### config.mk
export PLATFORM = sky130hd
export DESIGN_NAME = vid_irq_ctrl
export DESIGN_NICKNAME = d
export VERILOG_FILES = /design/src/rtl/vid_irq_pkg.sv /design/src/rtl/vid_irq_evgate.sv /design/src/rtl/vid_irq_status.sv /design/src/rtl/vid_irq_merge.sv /design/src/rtl/vid_irq_ctrl.sv
export SDC_FILE = /design/constraint.sdc
export NUM_CORES = 1
export LEC_CHECK = 0
export BUFFER_PORTS_ARGS = -buffer_cell sky130_fd_sc_hd__buf_2
export CAP_MARGIN = 20
export CORE_AREA = 10 10 47 49
export DETAILED_ROUTE_END_ITERATION = 7
export DIE_AREA = 0 0 57 59
export SETUP_SLACK_MARGIN = 0.05
export SLEW_MARGIN = 40
export SYNTH_ARGS = -nofsm -noshare
export SYNTH_HDL_FRONTEND = slang
export SYNTH_SLANG_ARGS = --single-unit
### constraint.sdc
create_clock -name clk -period 1.4 [get_ports clk]
set_input_delay 0.42 -clock clk [delete_from_list [all_inputs] [get_ports clk]]
set_output_delay 0.42 -clock clk [all_outputs]
set_load 0.01 [all_outputs]
### src/rtl/vid_irq_pkg.sv
package vid_irq_pkg;
  localparam int unsigned REG_W    = 8;
  localparam int unsigned B_SUM    = 7;
  localparam int unsigned B_SEC    = 6;
  localparam int unsigned B_LINE   = 5;
  localparam int unsigned B_SEC_EN = 2;
  localparam int unsigned B_LN_EN  = 1;
  localparam int unsigned EN_GAP   = 4;
  localparam int unsigned NSRC     = 2;
  localparam int unsigned LC_REQ   = 6;
  localparam logic [REG_W-1:0] RSV_MASK = 8'b0001_1001;
  typedef logic [REG_W-1:0] irq_reg_t;
endpackage

### src/rtl/vid_irq_evgate.sv
module vid_irq_evgate
  import vid_irq_pkg::*;
#(
  parameter int unsigned LC_W = 8
) (
  input  logic            row_start,
  input  logic [LC_W-1:0] row_ctrl,
  output logic            line_ev
);
  assign line_ev = row_start & row_ctrl[LC_REQ];
endmodule

### src/rtl/vid_irq_status.sv
module vid_irq_status
  import vid_irq_pkg::*;
(
  input  logic     clk,
  input  logic     rst_n,
  input  logic     line_ev,
  input  logic     tick_ev,
  input  logic     wr_ctrl,
  input  logic     wr_clr,
  input  irq_reg_t wdata,
  output irq_reg_t stat
);
  localparam int unsigned SRC_POS [NSRC] = '{B_LINE, B_SEC};

  irq_reg_t stat_q, pre, nxt;
  logic [NSRC-1:0] hit;

  always_comb begin
    pre = stat_q;
    if (wr_clr) begin
      pre[B_LINE] = pre[B_LINE] & wdata[B_LINE];
      pre[B_SEC]  = pre[B_SEC]  & wdata[B_SEC];
    end
    if (wr_ctrl) begin
      pre[B_LN_EN]  = wdata[B_LN_EN];
      pre[B_SEC_EN] = wdata[B_SEC_EN];
    end
    if (tick_ev) pre[B_SEC]  = 1'b1;
    if (line_ev) pre[B_LINE] = 1'b1;
    pre = pre & ~RSV_MASK;
    pre[B_SUM] = 1'b0;
  end

  for (genvar g = 0; g < NSRC; g++) begin : g_src
    assign hit[g] = pre[SRC_POS[g]] & pre[SRC_POS[g] - EN_GAP];
  end

  always_comb begin
    nxt = pre;
    nxt[B_SUM] = |hit;
  end

  always_ff @(posedge clk or negedge rst_n) begin
    if (!rst_n) stat_q <= '0;
    else        stat_q <= nxt;
  end

  assign stat = stat_q;

  AST_SUM_CONSIST: assert property (@(posedge clk) disable iff (!rst_n)
    stat_q[B_SUM] == ((stat_q[B_LINE] & stat_q[B_LN_EN]) | (stat_q[B_SEC] & stat_q[B_SEC_EN])));
  AST_TICK_SETS: assert property (@(posedge clk) disable iff (!rst_n)
    tick_ev |=> stat_q[B_SEC]);
  AST_CLR_EFFECT: assert property (@(posedge clk) disable iff (!rst_n)
    (wr_clr && !wdata[B_LINE] && !line_ev) |=> !stat_q[B_LINE]);
  AST_CTRL_LOAD: assert property (@(posedge clk) disable iff (!rst_n)
    wr_ctrl |=> (stat_q[B_SEC_EN:B_LN_EN] == $past(wdata[B_SEC_EN:B_LN_EN])));
  AST_EN_HOLD: assert property (@(posedge clk) disable iff (!rst_n)
    !wr_ctrl |=> $stable(stat_q[B_SEC_EN:B_LN_EN]));
  AST_EVENT_WINS: assert property (@(posedge clk) disable iff (!rst_n)
    (line_ev && wr_clr) |=> stat_q[B_LINE]);
  AST_RSV_ZERO: assert property (@(posedge clk) disable iff (!rst_n)
    (stat_q & RSV_MASK) == '0);
endmodule

### src/rtl/vid_irq_merge.sv
module vid_irq_merge #(
  parameter int unsigned SEC_W = 8
) (
  input  logic             sum_bit,
  input  logic [SEC_W-1:0] sec_mask,
  input  logic [SEC_W-1:0] sec_state,
  output logic             irq
);
  logic [SEC_W-1:0] sec_hit;
  assign sec_hit = sec_mask & sec_state;
  assign irq     = sum_bit | (|sec_hit);
endmodule

### src/rtl/vid_irq_ctrl.sv
module vid_irq_ctrl
  import vid_irq_pkg::*;
#(
  parameter int unsigned SEC_W = 8
) (
  input  logic             clk,
  input  logic             rst_n,
  input  logic             row_start,
  input  logic [7:0]       row_ctrl,
  input  logic             sec_tick,
  input  logic             wr_ctrl,
  input  logic             wr_clr,
  input  logic [7:0]       wdata,
  output logic [7:0]       rdata,
  input  logic [SEC_W-1:0] sec_mask,
  input  logic [SEC_W-1:0] sec_state,
  output logic             irq
);
  logic     line_ev;
  irq_reg_t stat;

  vid_irq_evgate #(.LC_W(8)) u_gate (
    .row_start(row_start), .row_ctrl(row_ctrl), .line_ev(line_ev)
  );

  vid_irq_status u_stat (
    .clk(clk), .rst_n(rst_n), .line_ev(line_ev), .tick_ev(sec_tick),
    .wr_ctrl(wr_ctrl), .wr_clr(wr_clr), .wdata(wdata), .stat(stat)
  );

  vid_irq_merge #(.SEC_W(SEC_W)) u_merge (
    .sum_bit(stat[B_SUM]), .sec_mask(sec_mask), .sec_state(sec_state), .irq(irq)
  );

  assign rdata = stat;

  AST_IRQ_FROM_SUM: assert property (@(posedge clk) disable iff (!rst_n)
    rdata[B_SUM] |-> irq);
endmodule

; Word-level counts from Yosys, hierarchy flattened
; Index checks and enable logic that the tools add are counted.
[totals]
out_inout_bits = 9
in_bits = 38
reg_bits = 5
[op_classes]
muxes = 4
bitwise_logic = 7
n_reduce_logical = 2
[ops]
columns = cell, count
row1 = $and 8x8->8, 1
row2 = $reduce_or 8->1, 1
row3 = $and 1x1->1, 5
row4 = $mux 2, 2
row5 = $mux 1, 2
row6 = $reduce_or 2->1, 1
row7 = $or 1x1->1, 1

; Longest topological paths before layout
; Gate-level depths: netlist (run 1).
[logic_depth]
depth_word = 5
mapped_depth = 3

; Modules after synthesis
; A second synthesis (run 1) with hierarchy kept.
[hier_totals]
cells_unflattened = 22
area_unflattened_um2 = 264.0
[modules_own_cells]
columns = mod, n_inst, area_per_inst_um2, cells_each
row1 = vid_irq_status, 1, 214.0, 16
row2 = vid_irq_merge, 1, 43.8, 5
row3 = vid_irq_evgate, 1, 6.3, 1

; Worst setup path after synthesis (run 1)
; OpenSTA, ideal clock, no wires.
[synth_timing]
kind = input port to output port
startpoint = in sec_mask[6]
endpoint = out irq
cell_stages = 3
arrival_ns = 0.937
path_slack_ns = 0.043
path_buffers = 0
cell_sequence = a22o_1 a221oi_2 nand3_1
[synth_between]
elab_chain_cells = 3
[synth_rtl]
columns = item, line
row1 = from (decl), vid_irq_ctrl.sv:15  ; input logic [SEC_W-1:0] sec_mask,
row2 = $and 8x8->8, vid_irq_merge.sv:10  ; assign sec_hit = sec_mask & sec_state;
row3 = $reduce_or 8->1, vid_irq_merge.sv:11  ; assign irq = sum_bit | (|sec_hit);
row4 = $or 1x1->1, vid_irq_merge.sv:11
row5 = to (decl), vid_irq_ctrl.sv:17  ; output logic irq
; No other way between the ends.

; Worst setup path after layout (run 1)
; Same ends and word-level chain as after synthesis.

==> impl_results.md, run 1 <==
* Status: complete, but fails checks
* Failing checks: setup timing
* First-pass GRT wire length at 1540 um
* Fin. Hold Viols at 0
* Die Width at 57 um
* RSZ-0062 raised after global routing: true
* Seq pwr share at 0.377
* Ys Warns at 0
* Final setup margin at -160 ps
* Tcrit/Tclk final at 1.11
* Unique masters post-synth at 11
* Slew Limit Fails at 0
* H-Tree Depth at 1
* Vias in the first global route at approximately 360
* Cell Area, Synth at about 270 sq um
* Clk buf depth at 2
* Final setup fails at 1
* Nets at 96
* Max reg flops at 5
* Clk Latency, worst-skew pair at roughly 240 ps
* Worst path required time at around 980 ps
* Crit Path Class: input port to output pin
* Ant diodes at 0
* P&R area growth vs syn at 76.4%
* Antenna Violating Nets Remaining at 0
* Hold Crit Class: input port to register
* Sink Count at 5
* Clock Power Share at 0.375
* Total negative slack at -160 ps
* Number of remaining DRC errors at 0
* IR Drop Worst-Case VDD at 0.421 mV
* Synthesized flop and latch total at 5
* TritonCTS clock tree: done
* Avg Cell Area, Syn at between 10 and 15 sq um
* Int Pwr at 333 uW
* Area post-placement at roughly 430 sq um
* Final instance area at ~480 sq um
* PwrDens at 937 nW/um^2
* Total track usage at 0.0565
* Clock transition at the registers of the reported paths at approximately 50 ps
* Gp weighted congestion at about 0.6
* Port Buffers at 32
* Worst Path Arrival at around 1100 ps
* Core area at 1400 sq um
* Final min period at ~1600 ps
* Initial antenna violation count at 0
* Max Clock Skew at 3.66 ps
* Fmax at 0.641 GHz
* Filler cells at approximately 160
* Total wire length at roughly 1000 um
* Switch Pwr at around 110 uW
* Worst reg2reg setup slack at 430 ps
* Crit path capture type: output pin
* Die ar. at approximately 3400 sq um
* Remaining global-route overflow at 0
* MaxCap Viol Count at 0
* Sequential share of the synthesized area at 0.463
* Post-Syn Instances at 22
* Maximum fanout along the worst path at 1
* Pin count of the biggest net entering global routing at 6
* DRT Pass-1 Iters at 4
* Postcts setup bufs at 0
* Switching portion of total power at 0.254
* Via count at around 290
* Std cell rows at 14
* Initial DRC Count at 1
* Num CTS Buffers at 3
* Drt via density at 4.03
* DIE HEIGHT at slightly below 60 um
* Ports at 47
* Wire per inst at roughly 14 um
* P_leak at between 0.2 and 0.3 nW
* Initial Util at 0.193
* CP Launch Type: input port
* Root buf cell: clkbuf_4
* Layout cell share with drive strength beyond 1 at 0.667
* Combinational cell fraction of total power at 0.248
* Post-layout util at 0.340
per-layer routing:
metal / routed length [um] / part of all wire / GRT usage / vias to the layer above
li1: - / - / - / 145
met3: 127 / 0.13 / 0.0408 / 0
met5: 0 / 0 / 0 / -
met1: 375 / 0.37 / 0.0543 / 129
met4: 0 / 0 / 0.0302 / 0
met2: 507 / 0.50 / 0.0884 / 20
placed cells by master, fill, tap and decap left out:
cell type and n:
conb_1 3, buf_2 30, dfrtp_1 5, a21oi_1 1, nand3_1 1, clkbuf_1 1, dlygate4sd3_1 1, a222oi_1 1
nand2b_1 2, a221oi_2 1, a22o_1 3, mux2_4 2, buf_6 2, a21o_1 1, clkbuf_4 3
metrics by stage:
stage / instances / worst slack, ps / hold WS [ps] / total power [mW]
global route: 73 / -183 / 386 / 0.474
CTS: 73 / -163 / 385 / 0.451
finish: 73 / -160 / 391 / 0.447
global placement: 68 / -167 / 238 / 0.276
floorplan: 24 / 48.1 / 124 / 0.226
detailed placement: 68 / -170 / 240 / 0.277
path summary, 6_finish.rpt:
check	startpoint	to	cells after the start
max in group asynchronous	rst_n	u_stat.stat[7]	2
setup reg to reg	u_stat.stat[1]	u_stat.stat[7]	2
hold / removal	sec_tick	u_stat.stat[6]	2
min in group asynchronous	rst_n	u_stat.stat[6]	2
hold reg to reg	u_stat.stat[6]	u_stat.stat[6]	1
setup / recovery	sec_mask[6]	irq	5
power groups by stage:
stage          logic [mW]  clock network [mW]  registers (mW)
2_1_floorplan      0.0507                   0           0.175
3_3_place_gp        0.105                   0           0.171
3_5_place_dp        0.106                   0           0.171
4_1_cts             0.110               0.173           0.169
5_1_grt             0.120               0.183           0.171
6_report            0.111               0.167           0.168
Yosys cell counts:
cell type / count / area, sq um
a221oi_2: 1 / 15.0
a21o_1: 1 / 7.51
conb_1: 1 / 3.75
a21oi_1: 1 / 5.00
a22o_1: 3 / 26.3
buf_4: 4 / 30.0
a222oi_1: 1 / 10.0
nand3_1: 1 / 5.00
dfrtp_1: 5 / 125
mux2_4: 2 / 30.0
nand2b_1: 2 / 12.5
logic make-up after synthesis:
logic type	Yosys count	synth area share
AOI/OAI and AO/OA	7	0.236
DFF	5	0.463
other	1	0.0139
buffers and inverters	4	0.111
and+or+nand+nor	3	0.0648
muxes	2	0.111
timing repair:
action / 4_1_cts / 5_1_grt
endpoints found under the hold margin: 5 / 0
pin swaps: 1 / 1
resized for setup: 1 / 1
setup endpoints to repair: 1 / 1
hold buffers: 1 / 0
layout make-up:
| type | count | area [sq um] | area share |
|---|---|---|---|
| timing repair buffer | 33 | 183 | 0.383 |
| multi-input combinational | 15 | 123 | 0.257 |
| sequential | 5 | 125 | 0.262 |
| tap | 16 | 20.0 | 0.0420 |
| clock buffer | 4 | 26.3 | 0.0551 |
critical path: stages:
cell	delay [ps]
buf_6	90
a22o_1	220
a221oi_2	170
nand3_1	80
buf_2	150
No activity file was read; power rests on OpenSTA's default activity.
==> run 2: changes to the inputs <==
- CELL_PAD_IN_SITES_DETAIL_PLACEMENT: unset -> 1
- CELL_PAD_IN_SITES_GLOBAL_PLACEMENT: unset -> 1
- CORE_AREA: 10 10 47 49 -> unset
- CORE_ASPECT_RATIO: unset -> 1.1
- CORE_MARGIN: unset -> 10
- CORE_UTILIZATION: unset -> 15
- DIE_AREA: 0 0 57 59 -> unset
- PLACE_DENSITY_LB_ADDON: unset -> 0.1
==> impl_results.md, run 2 (synthesized netlist as in run 1, its figures left out) <==
* Status: complete, but fails checks
* Failing checks: setup timing
* Area post-placement at 430 sq um (+0.58%)
* Worst reg2reg setup slack at 440 ps (about the same)
* Antenna Violating Nets Remaining at 0 (unchanged)
* TritonCTS clock tree: done
* Tot Pwr at 440 uW (-1.5%)
* Commonest non-fill, non-tap cell in the layout: buf_2
* Hold Crit Class: input port to register
* Initial DRC Count at 1 (unchanged)
* Initial Util at 0.155 (-0.0377)
* HP Start: sec_tick
* Final setup margin at -166 ps (-6.51 ps)
* Post-layout util at 0.272 (-0.0686)
* DRT Pass-1 Iters at 4 (unchanged)
* RR Startpoint: u_stat.stat[1]
* Via count at 299 (+1.7%)
* Vias in the first global route at 389 (+7.2%)
* Max Clock Skew at 0.658 ps (-3.01 ps)
* Die ar. at 3900 sq um (+16%)
* Maximum fanout along the worst path at 1 (unchanged)
* IR Drop Worst-Case VDD at 0.372 mV (-12%)
* MaxCap Viol Count at 0 (unchanged)
* Total track usage at 0.0572 (+0.000711)
* Total negative slack at -166 ps (-6.51 ps)
* Fin. Hold Viols at 0 (unchanged)
* Tcrit/Tclk final at 1.12 (+0.00465)
* Clock transition at the registers of the reported paths at 40 ps (about the same)
* P_leak at 0.256 nW (-0.82%)
* Ports at 47 (unchanged)
* Root buf cell: clkbuf_4
* Port Buffers at 32 (unchanged)
* Gp weighted congestion at 0.613 (+0.67%)
* Max reg flops at 5 (unchanged)
* Final min period at 1570 ps (+6.50 ps)
* Std cell rows at 16 (+2)
* Slew Limit Fails at 0 (unchanged)
* Hold Path Sink: u_stat.stat[6]
* Postcts setup bufs at 0 (unchanged)
* Detailed Place HPWL at a little under 1000 um
* Hold_ws at 400 ps (+8.65 ps)
* PwrDens at 930 nW/um^2 (-0.71%)
* Initial antenna violation count at 0 (unchanged)
* RSZ-0062 raised after global routing: true
* Crit Path Class: input port to output pin
* Pin count of the biggest net entering global routing at 6 (unchanged)
* Num CTS Buffers at 3 (unchanged)
* Most frequent cells in the layout: buf_2 (31), dfrtp_1 (5), a22o_1 (3), conb_1 (3), clkbuf_4 (3)
* Crit path capture type: output pin
* Layout cell share with drive strength beyond 1 at 0.667 (unchanged)
* Sink Count at 5 (unchanged)
* Core area at 1740 sq um (+24%)
* Critical R2R Capture: u_stat.stat[7]
* Worst path required time at 980 ps (about the same)
* Die Width at 60.5 um (+6.1%)
* Number of remaining DRC errors at 0 (unchanged)
* Nets at 96 (unchanged)
* P&R area growth vs syn at 75.0%
* First-pass GRT wire length at 1710 um (+11%)
* Clk buf depth at 2 (unchanged)
* Total wire length at 1120 um (+10%)
* CP Launch Type: input port
* Ant diodes at 0 (unchanged)
* Reg2Reg Depth at 2 (unchanged)
* DIE HEIGHT at 64.5 um (+9.4%)
* Fmax at 0.639 GHz (-0.42%)
* Final setup fails at 1 (unchanged)
* Worst Path Arrival at 1150 ps (about the same)
* Wire per inst at 14.9 um (+7.5%)
* Drt via density at 3.99 (-1.0%)
* Final instance area at 473 sq um (-0.79%)
* Filler cells at 217 (+40%)
* Worst Hold Path Cells at 2 (unchanged)
* H-Tree Depth at 1 (unchanged)
* Clk Latency, worst-skew pair at 240 ps (about the same)
* Remaining global-route overflow at 0 (unchanged)
run 2: through the flow:
| stage | cells | worst slack [ps] |
|---|---|---|
| floorplan | 24 | 48.1 |
| global placement | 70 | -200 |
| detailed placement | 70 | -198 |
| CTS | 75 | -189 |
| global route | 75 | -238 |
| finish | 75 | -166 |
run 2: repair_timing:
item                                    4_1_cts  5_1_grt
endpoints found under the setup margin        1        1
hold endpoints to repair                      5        0
gates resized for setup                       1        0
hold buffers                                  1        0
run 2: metal layers:
| metal | vias up | track usage | share of wire |
|---|---|---|---|
| li1 | 145 | - | - |
| met1 | 136 | 0.0478 | 0.31 |
| met2 | 18 | 0.102 | 0.54 |
| met3 | 0 | 0.0370 | 0.15 |
| met4 | 0 | 0.0247 | 0 |
| met5 | - | 0 | 0 |
run 2: power breakdown:
| group | internal [mW] | total (mW) | switching (mW) |
|---|---|---|---|
| Sequential | 0.160 | 0.168 | 0.00719 |
| Combinational | 0.0634 | 0.110 | 0.0462 |
| Clock | 0.107 | 0.163 | 0.0551 |
run 2: critical path, stage by stage:
cell and delay, ps:
buf_6 90, a22o_1 230, a221oi_2 160, nand3_1 90, buf_2 150
run 2: worst max-delay path by stage:
stage | startpoint | end | slack [ps] | depth (start not counted)
3_3_place_gp | sec_mask[6] | irq | -200 | 5
5_1_grt | sec_mask[6] | irq | -240 | 5
6_report | sec_mask[6] | irq | -170 | 5
3_5_place_dp | sec_mask[6] | irq | -200 | 5
4_1_cts | sec_mask[6] | irq | -190 | 5
2_1_floorplan | sec_mask[6] | irq | 50 | 3
run 2: cell type report:
type                            count  area [sq um]  share of cell area
Clock buffer                        4          26.3              0.0556
Multi-Input combinational cell     15           123               0.259
Sequential cell                     5           125               0.265
Tap cell                           18          22.5              0.0476
Timing Repair Buffer               33           176               0.373
==> run 3: changes to the inputs <==
- REMOVE_ABC_BUFFERS: unset -> 1
- SETUP_SLACK_MARGIN: 0.05 -> 0.2
==> impl_results.md, run 3 (synthesized netlist as in run 1, its figures left out) <==
* Status: complete, but fails checks
* Remaining global-route overflow at 0 (unchanged)
* Final instance area at 493 sq um (+4.2%)
* Commonest non-fill, non-tap cell in the layout: buf_2
* PwrDens at 926 nW/um^2 (-0.39%)
* P&R area growth vs syn at 82.4%
* IR Drop Worst-Case VDD at 0.417 mV (+12%)
* Final setup margin at -156 ps (+10.4 ps)
* Maximum fanout along the worst path at 1 (unchanged)
* MaxCap Viol Count at 0 (unchanged)
* DIE HEIGHT at 64.5 um (unchanged)
* Ant diodes at 0 (unchanged)
* Wire per inst at 14.3 um (-4.1%)
* Most frequent cells in the layout: buf_2 (29), dfrtp_1 (5)
* P_leak at 0.265 nW (+3.4%)
* Total wire length at 1090 um (-2.8%)
* Max reg flops at 5 (unchanged)
* First-pass GRT wire length at 1600 um (-6.5%)
* Worst Hold Path Cells at 2 (unchanged)
* FF/Latch Area at 125 sq um (unchanged)
* Pin count of the biggest net entering global routing at 6 (unchanged)
* Num CTS Buffers at 3 (unchanged)
* Hold Crit Class: input port to register
* Clock transition at the registers of the reported paths at 40 ps (about the same)
* H-Tree Depth at 1 (unchanged)
* Std cell rows at 16 (unchanged)
* Hold Path Sink: u_stat.stat[6]
* Gp weighted congestion at 0.589 (-3.9%)
* Die Width at 60.5 um (unchanged)
* Total track usage at 0.0530 (-0.00420)
* Antenna Violating Nets Remaining at 0 (unchanged)
* Initial DRC Count at 8 (+7)
* Critical R2R Capture: u_stat.stat[7]
* Port Buffers at 32 (unchanged)
* Failing checks: setup timing
* CP Cell Sequence: buf_6 -> a22o_1 -> a221oi_2 -> nand3_1 -> buf_2
* Worst Path Arrival at 1140 ps (about the same)
* Initial Util at 0.155 (unchanged)
* Root buf cell: clkbuf_4
* Number of remaining DRC errors at 0 (unchanged)
* Crit Path Class: input port to output pin
* Nets at 97 (+1.0%)
* Die ar. at 3900 sq um (unchanged)
* Sink Count at 5 (unchanged)
* Tcrit/Tclk final at 1.11 (-0.00744)
* Final setup fails at 1 (unchanged)
* Place WS at -179 ps (+18.4 ps)
* Worst path required time at 980 ps (about the same)
* Via count at 313 (+4.7%)
* Slew Limit Fails at 0 (unchanged)
* TritonCTS clock tree: done
* Max Clock Skew at 1.04 ps (+0.385 ps)
* Final min period at 1560 ps (-10.4 ps)
* Initial antenna violation count at 0 (unchanged)
* Slowest CP cell: a22o_1
* Filler cells at 212 (-2.3%)
* RR Startpoint: u_stat.stat[1]
* Multi-input logic area at 123 sq um (unchanged)
* Core area at 1740 sq um (unchanged)
* RSZ-0062 raised after global routing: true
* Clk Latency, worst-skew pair at 240 ps (about the same)
* Ports at 47 (unchanged)
* CP Launch Type: input port
* Clk buf depth at 2 (unchanged)
* Area post-placement at 430 sq um (unchanged)
* Drt via density at 4.12 (+3.3%)
* Worst reg2reg setup slack at 420 ps (-20 ps)
* Critical Path Max Stage Delay at 220 ps (about the same)
* Crit path capture type: output pin
* Post-layout util at 0.283 (+0.0115)
* Fin. Hold Viols at 0 (unchanged)
* HP Start: sec_tick
* Detailed Place HPWL at 917 um (-6.9%)
* DRT Pass-1 Iters at 4 (unchanged)
* Vias in the first global route at 377 (-3.1%)
* Layout cell share with drive strength beyond 1 at 0.672 (+0.00575)
* Fmax at 0.643 GHz (+0.67%)
* Reg2Reg Depth at 2 (unchanged)
[run 3: timing repair]
item | 4_1_cts | 5_1_grt
pin swaps | 2 | 0
gates resized for setup | 1 | 2
hold buffers | 1 | 0
hold endpoints to repair | 5 | 0
setup endpoints to repair | 1 | 6
setup buffers | 0 | 1
[run 3: critical path: cells and delay by family]
family          cells  cell delay, ps
compound gates      2             390
simple gates        1              80
buf+inv             2             240
[run 3: cell type report]
cell class / instances / share of cell area
timing repair buffer: 34 / 0.398
sequential: 5 / 0.254
multi-input combinational: 15 / 0.249
clock buffer: 4 / 0.0533
tap: 18 / 0.0457
[run 3: how the worst max path moves through the flow]
| stage | end | slack (ps) | depth (start not counted) | from |
|---|---|---|---|---|
| floorplan | irq | 40 | 3 | sec_mask[6] |
| global placement | irq | -190 | 5 | sec_mask[6] |
| detailed placement | irq | -180 | 5 | sec_mask[6] |
| CTS | irq | -170 | 5 | sec_state[6] |
| global route | irq | -200 | 5 | sec_state[6] |
| finish | irq | -160 | 5 | sec_state[6] |
[run 3: per-stage QoR]
step / cells / TNS [ps] / hold slack (ps) / power [mW]
finish: 76 / -156 / 387 / 0.457
global route: 76 / -202 / 417 / 0.488
CTS: 75 / -165 / 378 / 0.459
detailed placement: 70 / -179 / 244 / 0.277
global placement: 70 / -190 / 241 / 0.277
floorplan: 20 / 0 / 124 / 0.214
[run 3: where the power goes]
| part | leakage [nW] | internal, mW | switching, mW | total, mW |
|---|---|---|---|---|
| registers | 0.0561 | 0.160 | 0.00882 | 0.169 |
| logic | 0.194 | 0.0738 | 0.0469 | 0.121 |
| clock network | 0.0150 | 0.108 | 0.0590 | 0.167 |
[run 3: per-layer routing]
| metal | track usage | wire length (um) | share of wire |
|---|---|---|---|
| met5 | 0 | 0 | 0 |
| met4 | 0.0330 | 6 | 0.0055 |
| met1 | 0.0501 | 398 | 0.37 |
| met2 | 0.0812 | 512 | 0.47 |
| met3 | 0.0370 | 168 | 0.15 |
